===== config.mk =====
export PLATFORM = sky130hd
export DESIGN_NAME = fail_walk_matcher
export DESIGN_NICKNAME = d
export VERILOG_FILES = /design/src/rtl/fail_walk_pkg.sv /design/src/rtl/goto_edge_cam.sv /design/src/rtl/state_attr_table.sv /design/src/rtl/walk_ctrl.sv /design/src/rtl/fail_walk_matcher.sv
export SDC_FILE = /design/constraint.sdc
export NUM_CORES = 2
export LEC_CHECK = 0
export BUFFER_PORTS_ARGS = -buffer_cell sky130_fd_sc_hd__buf_2
export CAP_MARGIN = 0
export CORE_MARGIN = 8
export CORE_UTILIZATION = 45
export CTS_BUF_LIST = sky130_fd_sc_hd__clkbuf_16
export CTS_CLUSTER_DIAMETER = 150
export DETAILED_ROUTE_END_ITERATION = 8
export PLACE_DENSITY = 0.58
export SYNTH_ARGS = -nofsm -noshare
export SYNTH_HDL_FRONTEND = slang
export SYNTH_SLANG_ARGS = --single-unit

===== constraint.sdc =====
create_clock -name clk -period 5.8 [get_ports clk]
set_clock_uncertainty 0.05 [all_clocks]
set_input_delay 1.16 -clock clk [delete_from_list [all_inputs] [get_ports clk]]
set_output_delay 1.16 -clock clk [all_outputs]
set_load 0.02 [all_outputs]

===== src/rtl/fail_walk_pkg.sv =====
package fail_walk_pkg;

    localparam int DEF_STATES   = 32;
    localparam int DEF_EDGES    = 64;
    localparam int DEF_PATTERNS = 4;
    localparam int DEF_CHAR_W   = 8;

    // What the walker does with the presented character this cycle
    typedef enum logic [1:0] {
        STEP_IDLE = 2'd0,   // nothing presented
        STEP_GOTO = 2'd1,   // live edge found, character consumed
        STEP_FAIL = 2'd2,   // no edge, follow fallback, retry character
        STEP_ROOT = 2'd3    // no edge at state 0, drop character
    } step_e;

    function automatic step_e pick_step(input logic valid, input logic hit,
                                        input logic at_root);
        if (!valid)       return STEP_IDLE;
        else if (hit)     return STEP_GOTO;
        else if (at_root) return STEP_ROOT;
        else              return STEP_FAIL;
    endfunction

endpackage


===== src/rtl/goto_edge_cam.sv =====
module goto_edge_cam
    import fail_walk_pkg::*;
#(
    parameter int N_STATES = DEF_STATES,
    parameter int N_EDGES  = DEF_EDGES,
    parameter int CHAR_W   = DEF_CHAR_W,
    localparam int SW = $clog2(N_STATES),
    localparam int EW = $clog2(N_EDGES)
) (
    input  logic              clk,
    input  logic              rst,
    input  logic              wr_en,
    input  logic [EW-1:0]     wr_idx,
    input  logic              wr_live,
    input  logic [SW-1:0]     wr_src,
    input  logic [CHAR_W-1:0] wr_chr,
    input  logic [SW-1:0]     wr_dst,
    input  logic [SW-1:0]     look_state,
    input  logic [CHAR_W-1:0] look_chr,
    output logic              hit,
    output logic [SW-1:0]     hit_dst
);

    logic              live_q [N_EDGES];
    logic [SW-1:0]     src_q  [N_EDGES];
    logic [CHAR_W-1:0] chr_q  [N_EDGES];
    logic [SW-1:0]     dst_q  [N_EDGES];
    logic [N_EDGES-1:0] key_eq;

    for (genvar e = 0; e < N_EDGES; e++) begin : g_edge
        always_ff @(posedge clk) begin
            if (rst) begin
                live_q[e] <= 1'b0;
                src_q[e]  <= '0;
                chr_q[e]  <= '0;
                dst_q[e]  <= '0;
            end else if (wr_en && (wr_idx == EW'(e))) begin
                live_q[e] <= wr_live;
                src_q[e]  <= wr_src;
                chr_q[e]  <= wr_chr;
                dst_q[e]  <= wr_dst;
            end
        end

        assign key_eq[e] = live_q[e] && (src_q[e] == look_state)
                                     && (chr_q[e] == look_chr);
    end

    // lowest index wins: scan downward so the last assignment is the lowest
    always_comb begin
        hit     = 1'b0;
        hit_dst = '0;
        for (int i = N_EDGES - 1; i >= 0; i--) begin
            if (key_eq[i]) begin
                hit     = 1'b1;
                hit_dst = dst_q[i];
            end
        end
    end

    // an entry written dead takes no part in the next lookup
    a_r10_dead_edge: assert property (@(posedge clk) disable iff (rst)
        (wr_en && !wr_live) |=> !key_eq[$past(wr_idx)]);

endmodule


===== src/rtl/state_attr_table.sv =====
module state_attr_table
    import fail_walk_pkg::*;
#(
    parameter int N_STATES   = DEF_STATES,
    parameter int N_PATTERNS = DEF_PATTERNS,
    localparam int SW = $clog2(N_STATES)
) (
    input  logic                  clk,
    input  logic                  rst,
    input  logic                  wr_en,
    input  logic [SW-1:0]         wr_idx,
    input  logic [SW-1:0]         wr_fail,
    input  logic                  wr_final,
    input  logic [N_PATTERNS-1:0] wr_vec,
    input  logic [SW-1:0]         rd_cur,
    output logic [SW-1:0]         cur_fail,
    input  logic [SW-1:0]         rd_nxt,
    output logic                  nxt_final,
    output logic [N_PATTERNS-1:0] nxt_vec
);

    logic [SW-1:0]         fail_q  [N_STATES];
    logic                  final_q [N_STATES];
    logic [N_PATTERNS-1:0] vec_q   [N_STATES];

    for (genvar s = 0; s < N_STATES; s++) begin : g_state
        always_ff @(posedge clk) begin
            if (rst) begin
                fail_q[s]  <= '0;
                final_q[s] <= 1'b0;
                vec_q[s]   <= '0;
            end else if (wr_en && (wr_idx == SW'(s))) begin
                fail_q[s]  <= wr_fail;
                final_q[s] <= wr_final;
                vec_q[s]   <= wr_vec;
            end
        end
    end

    assign cur_fail  = fail_q[rd_cur];
    assign nxt_final = final_q[rd_nxt];
    assign nxt_vec   = vec_q[rd_nxt];

endmodule


===== src/rtl/walk_ctrl.sv =====
module walk_ctrl
    import fail_walk_pkg::*;
#(
    parameter int N_STATES   = DEF_STATES,
    parameter int N_PATTERNS = DEF_PATTERNS,
    localparam int SW = $clog2(N_STATES)
) (
    input  logic                  clk,
    input  logic                  rst,
    input  logic                  in_valid,
    output logic                  in_ready,
    input  logic                  hit,
    input  logic [SW-1:0]         hit_dst,
    input  logic [SW-1:0]         fail_tgt,
    input  logic                  dst_final,
    input  logic [N_PATTERNS-1:0] dst_vec,
    output logic [SW-1:0]         cur_state,
    output logic                  match_valid,
    output logic [N_PATTERNS-1:0] match_vec
);

    logic [SW-1:0] cur_q;
    step_e         step;
    logic          report;

    assign step     = pick_step(in_valid, hit, cur_q == '0);
    assign in_ready = (step != STEP_FAIL);
    assign report   = (step == STEP_GOTO) && dst_final;

    always_ff @(posedge clk) begin
        if (rst) begin
            cur_q       <= '0;
            match_valid <= 1'b0;
            match_vec   <= '0;
        end else begin
            unique case (step)
                STEP_GOTO: cur_q <= hit_dst;
                STEP_FAIL: cur_q <= fail_tgt;
                STEP_ROOT: cur_q <= '0;
                default:   cur_q <= cur_q;
            endcase
            match_valid <= report;
            match_vec   <= report ? dst_vec : '0;
        end
    end

    assign cur_state = cur_q;

    // a consumed hit lands on the edge destination
    a_r2_goto_dest: assert property (@(posedge clk) disable iff (rst)
        (in_valid && in_ready && hit) |=> (cur_q == $past(hit_dst)));

    // a stalled cycle lands on the fallback target of the old state
    a_r4_fail_hop: assert property (@(posedge clk) disable iff (rst)
        (in_valid && !in_ready) |=> (cur_q == $past(fail_tgt)));

    // state 0 never holds the stream back
    a_r5_root_never_stalls: assert property (@(posedge clk) disable iff (rst)
        (in_valid && (cur_q == '0)) |-> in_ready);

    // no character, no movement
    a_r8_idle_hold: assert property (@(posedge clk) disable iff (rst)
        !in_valid |=> $stable(cur_q));

    // every report follows a consumed goto hit
    a_r3_match_cause: assert property (@(posedge clk) disable iff (rst)
        match_valid |-> $past(in_valid && in_ready && hit));

endmodule


===== src/rtl/fail_walk_matcher.sv =====
module fail_walk_matcher
    import fail_walk_pkg::*;
#(
    parameter int N_STATES   = DEF_STATES,
    parameter int N_EDGES    = DEF_EDGES,
    parameter int N_PATTERNS = DEF_PATTERNS,
    parameter int CHAR_W     = DEF_CHAR_W,
    localparam int SW = $clog2(N_STATES),
    localparam int EW = $clog2(N_EDGES)
) (
    input  logic                  clk,
    input  logic                  rst,
    input  logic                  cfg_edge_we,
    input  logic [EW-1:0]         cfg_edge_idx,
    input  logic                  cfg_edge_live,
    input  logic [SW-1:0]         cfg_edge_src,
    input  logic [CHAR_W-1:0]     cfg_edge_chr,
    input  logic [SW-1:0]         cfg_edge_dst,
    input  logic                  cfg_state_we,
    input  logic [SW-1:0]         cfg_state_idx,
    input  logic [SW-1:0]         cfg_state_fail,
    input  logic                  cfg_state_final,
    input  logic [N_PATTERNS-1:0] cfg_state_vec,
    input  logic                  in_valid,
    input  logic [CHAR_W-1:0]     in_data,
    output logic                  in_ready,
    output logic [SW-1:0]         cur_state,
    output logic                  match_valid,
    output logic [N_PATTERNS-1:0] match_vec
);

    logic                  hit;
    logic [SW-1:0]         hit_dst;
    logic [SW-1:0]         fail_tgt;
    logic                  dst_final;
    logic [N_PATTERNS-1:0] dst_vec;

    goto_edge_cam #(
        .N_STATES (N_STATES),
        .N_EDGES  (N_EDGES),
        .CHAR_W   (CHAR_W)
    ) u_cam (
        .clk        (clk),
        .rst        (rst),
        .wr_en      (cfg_edge_we),
        .wr_idx     (cfg_edge_idx),
        .wr_live    (cfg_edge_live),
        .wr_src     (cfg_edge_src),
        .wr_chr     (cfg_edge_chr),
        .wr_dst     (cfg_edge_dst),
        .look_state (cur_state),
        .look_chr   (in_data),
        .hit        (hit),
        .hit_dst    (hit_dst)
    );

    state_attr_table #(
        .N_STATES   (N_STATES),
        .N_PATTERNS (N_PATTERNS)
    ) u_attr (
        .clk       (clk),
        .rst       (rst),
        .wr_en     (cfg_state_we),
        .wr_idx    (cfg_state_idx),
        .wr_fail   (cfg_state_fail),
        .wr_final  (cfg_state_final),
        .wr_vec    (cfg_state_vec),
        .rd_cur    (cur_state),
        .cur_fail  (fail_tgt),
        .rd_nxt    (hit_dst),
        .nxt_final (dst_final),
        .nxt_vec   (dst_vec)
    );

    walk_ctrl #(
        .N_STATES   (N_STATES),
        .N_PATTERNS (N_PATTERNS)
    ) u_walk (
        .clk         (clk),
        .rst         (rst),
        .in_valid    (in_valid),
        .in_ready    (in_ready),
        .hit         (hit),
        .hit_dst     (hit_dst),
        .fail_tgt    (fail_tgt),
        .dst_final   (dst_final),
        .dst_vec     (dst_vec),
        .cur_state   (cur_state),
        .match_valid (match_valid),
        .match_vec   (match_vec)
    );

endmodule


======== After elaboration in Yosys (flattened, before gate mapping) ========
Memories as Yosys holds them, arrays and structs flattened. A register that Yosys moved wholly into a read port is not among the register bits.
Index checks and enable logic that the tools add are counted.
cells by class
  equality and inequality tests ........... 226
  mux-type cells .......................... 776
  bitwise logic cells ..................... 353
  reduce and logical (&&, ||, !) cells .... 230
operators with widths
  kind                                            count
  two-way mux 5 bit                               226
  == test 8 bit                                   64
  two-way mux 8 bit                               64
  two-way mux 1 bit                               451
  OR 1 bit                                        352
  == test 5 bit                                   64
  logical AND 1 bit                               225
  == test 6 bit (second input constant)           32
  two-way mux 4 bit                               32
  == test 6 x 5 -> 1 bit (second input constant)  16
  == test 5 bit (second input constant)           16
  == test 6 x 4 -> 1 bit (second input constant)  8
  == test 5 x 4 -> 1 bit (second input constant)  8
  == test 6 x 3 -> 1 bit (second input constant)  4
  == test 5 x 3 -> 1 bit (second input constant)  4
  case mux 5 bit (3 select lines)                 1
  == test 6 x 2 -> 1 bit (second input constant)  2
  == test 5 x 2 -> 1 bit (second input constant)  2
  zero test 5 bit                                 2
  == test 6 x 1 -> 1 bit (second input constant)  1
  zero test 6 bit                                 1
  == test 5 x 1 -> 1 bit (second input constant)  1
  == test 2 bit (second input constant)           2
  two-way mux 2 bit                               2
  other kinds (5)                                 5
word-level totals
  register bits ........................... 6
  memory bits (writable) .................. 1536
  output and inout port bits .............. 11
  word-level logic and storage cells ...... 1594
  memories kept ........................... 7
memory list
  name           words  width  rd ports  clocked after Yosys merged registers in  wr ports  RTL line                source
  u_cam.chr_q    64     8      64        0                                        64        goto_edge_cam.sv:26     logic [CHAR_W-1:0] chr_q [N_EDGES];
  u_cam.dst_q    64     5      64        0                                        64        goto_edge_cam.sv:27     logic [SW-1:0] dst_q [N_EDGES];
  u_cam.src_q    64     5      64        0                                        64        goto_edge_cam.sv:25     logic [SW-1:0] src_q [N_EDGES];
  u_attr.fail_q  32     5      1         1                                        32        state_attr_table.sv:22  logic [SW-1:0] fail_q [N_STATES];
  u_attr.vec_q   32     4      1         1                                        32        state_attr_table.sv:24  logic [N_PATTERNS-1:0] vec_q [N_STATES];
  u_cam.live_q   64     1      64        0                                        64        goto_edge_cam.sv:24     logic live_q [N_EDGES];
  +1 memories    --     --     --        --                                       --        --

======== Depth between registers and ports, before layout ========
An unclocked memory read counts as a cell.
  depth in word-level cells ............... 74
  depth in mapped cells ................... 24
  depth with buffers taken out ............ 15

======== By module ========
Synthesis repeated with hierarchy kept, for this count alone.
second synthesis, totals
  cell total of the unflattened synthesis .. 5647
  area, all modules ....................... 75132.1 um^2
modules (own cells, without submodules)
  module            instances  cells each  area each (um^2)  sequential area each (um^2)
  goto_edge_cam     1          4702        59877.4           36515.0
  state_attr_table  1          909         14843.0           9609.2
  walk_ctrl         1          36          411.6             200.2

======== Worst setup path before layout ========
OpenSTA, ideal clock, no wires.
  path type ............................... in2out
  from .................................... input port in_data[1]
  to ...................................... output port in_ready
  data arrival time ....................... 3919 ps
  path slack .............................. 671 ps
  cell stages on the path ................. 14
  cells stage by stage .................... buf_6 buf_6 buf_6 buf_4 xnor2_1 nand4_1 and4bb_1 buf_2 nor3_1 nand4_1 nor4bb_1 nand4_1 or4_1 a211o_1
between the ends
  longest elaborated chain between the ends .. 69
  elaborated cells on any way between the ends .. 195
  those cells by class .................... eq/ne (65); mux (66); reduce/logical (64)
ends and longest elaborated chain
  element                          RTL line                 source
  from (decl)                      fail_walk_matcher.sv:25  input logic [CHAR_W-1:0] in_data,
  == test 8 bit                    goto_edge_cam.sv:46      && (chr_q[e] == look_chr);
  logical AND 1 bit                goto_edge_cam.sv:46
  two-way mux 1 bit (63 in a row)  goto_edge_cam.sv:54      if (key_eq[i]) begin
  two-way mux 1 bit *              goto_edge_cam.sv:54
  two-way mux 2 bit *              fail_walk_pkg.sv:19      else if (hit) return STEP_GOTO;
  two-way mux 2 bit *              fail_walk_pkg.sv:18      if (!valid) return STEP_IDLE;
  != test 2 bit *                  walk_ctrl.sv:27          assign in_ready = (step != STEP_FAIL);
  to (decl)                        fail_walk_matcher.sv:26  output logic in_ready,
Every way passes the cells marked *; elsewhere a longest branch is shown, timed or not.

======== Worst setup path after layout ========
  from .................................... input port in_data[4]
  to ...................................... output port in_ready
The elaborated chain is that of the path after synthesis.

==> results.sh <==
export IMPL_hp_class="primary input to flip-flop"
export IMPL_io_pins=64
export IMPL_hold_viol_final=0
export IMPL_cts_buffers=170
export IMPL_fin_cells=9003
export IMPL_vias_per_cell=5.66
export IMPL_async_flop_share_pct=0
export IMPL_routedWlPerCell_um=27.3
export IMPL_synthFlopType="edfxtp_1"
export IMPL_p_total_mw=26.0
export IMPL_worstHoldStart="in_valid"
export IMPL_area_delta_synth_final_pct=16.6
export IMPL_dpl_cell_area_mm2=0.0840
export IMPL_r2r_end="u_walk.match_vec[2]$_SDFF_PP0_"
export IMPL_syn_inst=6090
export IMPL_antenna_found_initial=21
export IMPL_fin_crit_ps=6010
export IMPL_gp_congestion=0.916
export IMPL_clockBufferDepth=3
export IMPL_portBuffers=63
export IMPL_post_place_ws_ps=-1200
export IMPL_timing_max_cap_violations=0
export IMPL_place_inst=8611
export IMPL_clockRootBuffer="clkbuf_16"
export IMPL_dp_final_hpwl_mm=156
export IMPL_reg2reg_from="u_walk.cur_state[3]$_SDFFE_PP0N_"
export IMPL_leakage_nw=32.0
export IMPL_nets=6599
export IMPL_yosysTopAreaCell="edfxtp_1"
export IMPL_end_kind="output pin"
export IMPL_ir_worst_vdd_mv=0.333
export IMPL_gr_usage_all_layers_pct=25.7
export IMPL_multi_input_area_mm2=0.0293
export IMPL_cts_sinks=1551
export IMPL_max_freq_mhz=166
export IMPL_crit_fanout=8
export IMPL_slew_violations=0
export IMPL_whs_endpoint="u_walk.cur_state[1]$_SDFFE_PP0N_"
export IMPL_reg2regPathDepth=26
export IMPL_insertion_delay_ps=840
export IMPL_grt_overflow_total=0
export IMPL_vias=50965
export IMPL_yosysWarnings=0
export IMPL_grt_max_degree=65
export IMPL_path_clk_slew_ps=60
export IMPL_crit_required_ps=4590
export IMPL_core_area_mm2=0.172
export IMPL_dieArea_mm2=0.186
export IMPL_grt_first_pass_wirelength_mm=353
export IMPL_final_antenna_net_count=0
export IMPL_yosysMostFrequentCell="and2_1"
export IMPL_drive_gt1_share_pct=17.6
export IMPL_crit_family="simple AND/OR/NAND/NOR gates"
export IMPL_ys_seq_area_share_pct=59.8
export IMPL_path_cells="buf_12 > buf_12 > buf_6 > xnor2_1 > nand4_1 > and4bb_1 > buf_12 > nor3_4 > nand4_1 > nor4bb_2 > buf_4 > nand4_1 > or4_4 > a211o_4 > buf_6"
export IMPL_cp_startpoint="in_data[4]"
export IMPL_ys_top_cells_by_count="and2_1 (1560), edfxtp_1 (1536), xnor2_1 (711), nand4_1 (267), clkbuf_1 (265)"
export IMPL_synth_cell_types=102
export IMPL_grt_pass1_vias=49459
export IMPL_regArea_mm2=0.0464
export IMPL_rsz0062_at_grt="yes"
export IMPL_start_kind="primary input"
export IMPL_first_pass_iters=6
export IMPL_syn_area_mm2=0.0776
export IMPL_violations="setup timing"
export IMPL_post_route_period_util_pct=104
export IMPL_fillers=14672
export IMPL_timing_worst_setup_path_type="primary input to output pin"
export IMPL_die_y_um=431
export IMPL_initial_utilization_pct=45.2
export IMPL_synth_edf_count=1536
export IMPL_cts_tree="yes"
export IMPL_fin_ws_ps=-208
export IMPL_setup_viol=1
export IMPL_stdcell_area_mm2=0.0905
export IMPL_synth_top_cell_area_share_pct=59.5
export IMPL_die_w_um=431
export IMPL_avgSynthCellArea_um2=12.7
export IMPL_worst_path_buf_inv=6
export IMPL_crit_path_max_incr_delay_ps=650
export IMPL_pwr_density_cell_mw_per_mm2=287
export IMPL_wirelength_mm=246
export IMPL_rrSetupSlack_ps=40
export IMPL_arrival_ps=4800
export IMPL_cts_htree_levels=4
export IMPL_drc=0
export IMPL_synth_nets=6143
export IMPL_critical_path_slowest_cell="or4_4"
export IMPL_drt_iter0_markers=5796
export IMPL_slew_headroom_pct=9.79
export IMPL_status="complete, but fails checks"
export IMPL_final_util_pct=52.7
export IMPL_ys_ff_latch=1551
export IMPL_fin_setup_tns_ps=-208
export IMPL_holdWs_ps=642
export IMPL_row_count=152
export IMPL_hold_depth=2
export IMPL_worstMarginPinSlew_ps=1350
export IMPL_synth_area_leaders="edfxtp_1 (59%), and2_1 (13%), xnor2_1 (8.0%)"
[worst max path at each step]
stage	endpoint	slack, ps	cells after the start
floorplan	in_ready	670	14
global placement	in_ready	-1230	16
detailed placement	in_ready	-1200	16
CTS	in_ready	-230	14
global route	in_ready	-250	15
finish	in_ready	-210	15
[timing repair]
action                                  in CTS  in global routing
hold buffers                                 0                  0
pin swaps                                   11                 15
resized for setup                           55                 31
endpoints found under the setup margin      12                  8
cloned                                       2                  0
buffers inserted                            52                 25
[layout make-up]
cell class / count / share of cell area, %
antenna: 10 / 0.0277
clock buffer: 173 / 4.79
clock inverter: 136 / 0.982
inverter: 58 / 0.241
multi-input combinational: 4072 / 32.4
sequential: 1551 / 51.3
tap: 2310 / 3.19
timing repair buffer: 693 / 7.00
[state kept, by name (all words and copies together) (netlist names), named ones only]
| register | count |
|---|---|
| u_walk.match_valid | 1 |
| u_cam.dst_q | 320 |
| u_cam.src_q | 320 |
| u_attr.final_q | 32 |
| u_attr.vec_q | 128 |
| u_cam.chr_q | 512 |
| u_walk.cur_state | 5 |
| u_attr.fail_q | 160 |
| u_walk.match_vec | 4 |
| u_cam.live_q | 64 |
[layout by cell type, fill, tap and decap left out, types with 16 or more instances in the layout]
| cell | Yosys | final |
|---|---|---|
| o21bai_2 | 0 | 61 |
| nand3_1 | 61 | 60 |
| a21oi_1 | 65 | 65 |
| nand4_1 | 267 | 267 |
| nor4_2 | 33 | 40 |
| clkbuf_16 | 0 | 173 |
| nor3_1 | 49 | 48 |
| o21bai_1 | 85 | 24 |
| a211oi_1 | 26 | 25 |
| xnor2_1 | 711 | 707 |
| and2_1 | 1560 | 1560 |
| nor4_4 | 10 | 17 |
| buf_12 | 0 | 74 |
| a22oi_1 | 18 | 18 |
| inv_1 | 58 | 104 |
| nand2b_1 | 27 | 27 |
| buf_2 | 28 | 38 |
| nor4_1 | 70 | 56 |
| buf_4 | 20 | 554 |
| edfxtp_1 | 1536 | 1536 |
| clkinv_2 | 0 | 21 |
| nand3b_1 | 18 | 18 |
| o21ai_0 | 36 | 35 |
| mux2i_1 | 69 | 69 |
| clkinv_1 | 0 | 47 |
| nor2_1 | 187 | 186 |
| a21o_1 | 29 | 29 |
| nand2_1 | 222 | 221 |
| nor2b_1 | 33 | 32 |
| or4_1 | 35 | 33 |
| o211ai_1 | 16 | 16 |
| or2_2 | 19 | 18 |
| mux4_2 | 50 | 50 |
| xor2_1 | 113 | 111 |
[metal layers]
layer	vias up	global-route usage, %	routed length (µm)
met4	6	7.86	7890
met1	25823	37.2	107000
li1	22622	-	-
met5	-	0	33
met3	424	3.91	19000
met2	2090	40.3	112000
[power breakdown]
| group | total, mW | internal (mW) | switching, mW |
|---|---|---|---|
| logic | 2.43 | 0.911 | 1.52 |
| registers | 13.2 | 12.9 | 0.258 |
| clock network | 10.4 | 5.72 | 4.64 |
| total | 26.0 | 19.5 | 6.42 |
[kinds of logic (layout without fill, tap and decap cells)]
group / count (synthesis) / in the layout / share of synthesized area, %
and+or+nand+nor: 2666 / 2666 / 20.8
buffers and inverters: 467 / 1060 / 3.07
AOI/OAI and AO/OA: 441 / 441 / 4.27
other: 0 / 10 / 0
muxes: 133 / 133 / 2.58
DFF: 1551 / 1551 / 59.8
xor gates and xnor gates: 832 / 832 / 9.47
Power figures use the tool's default switching activity.
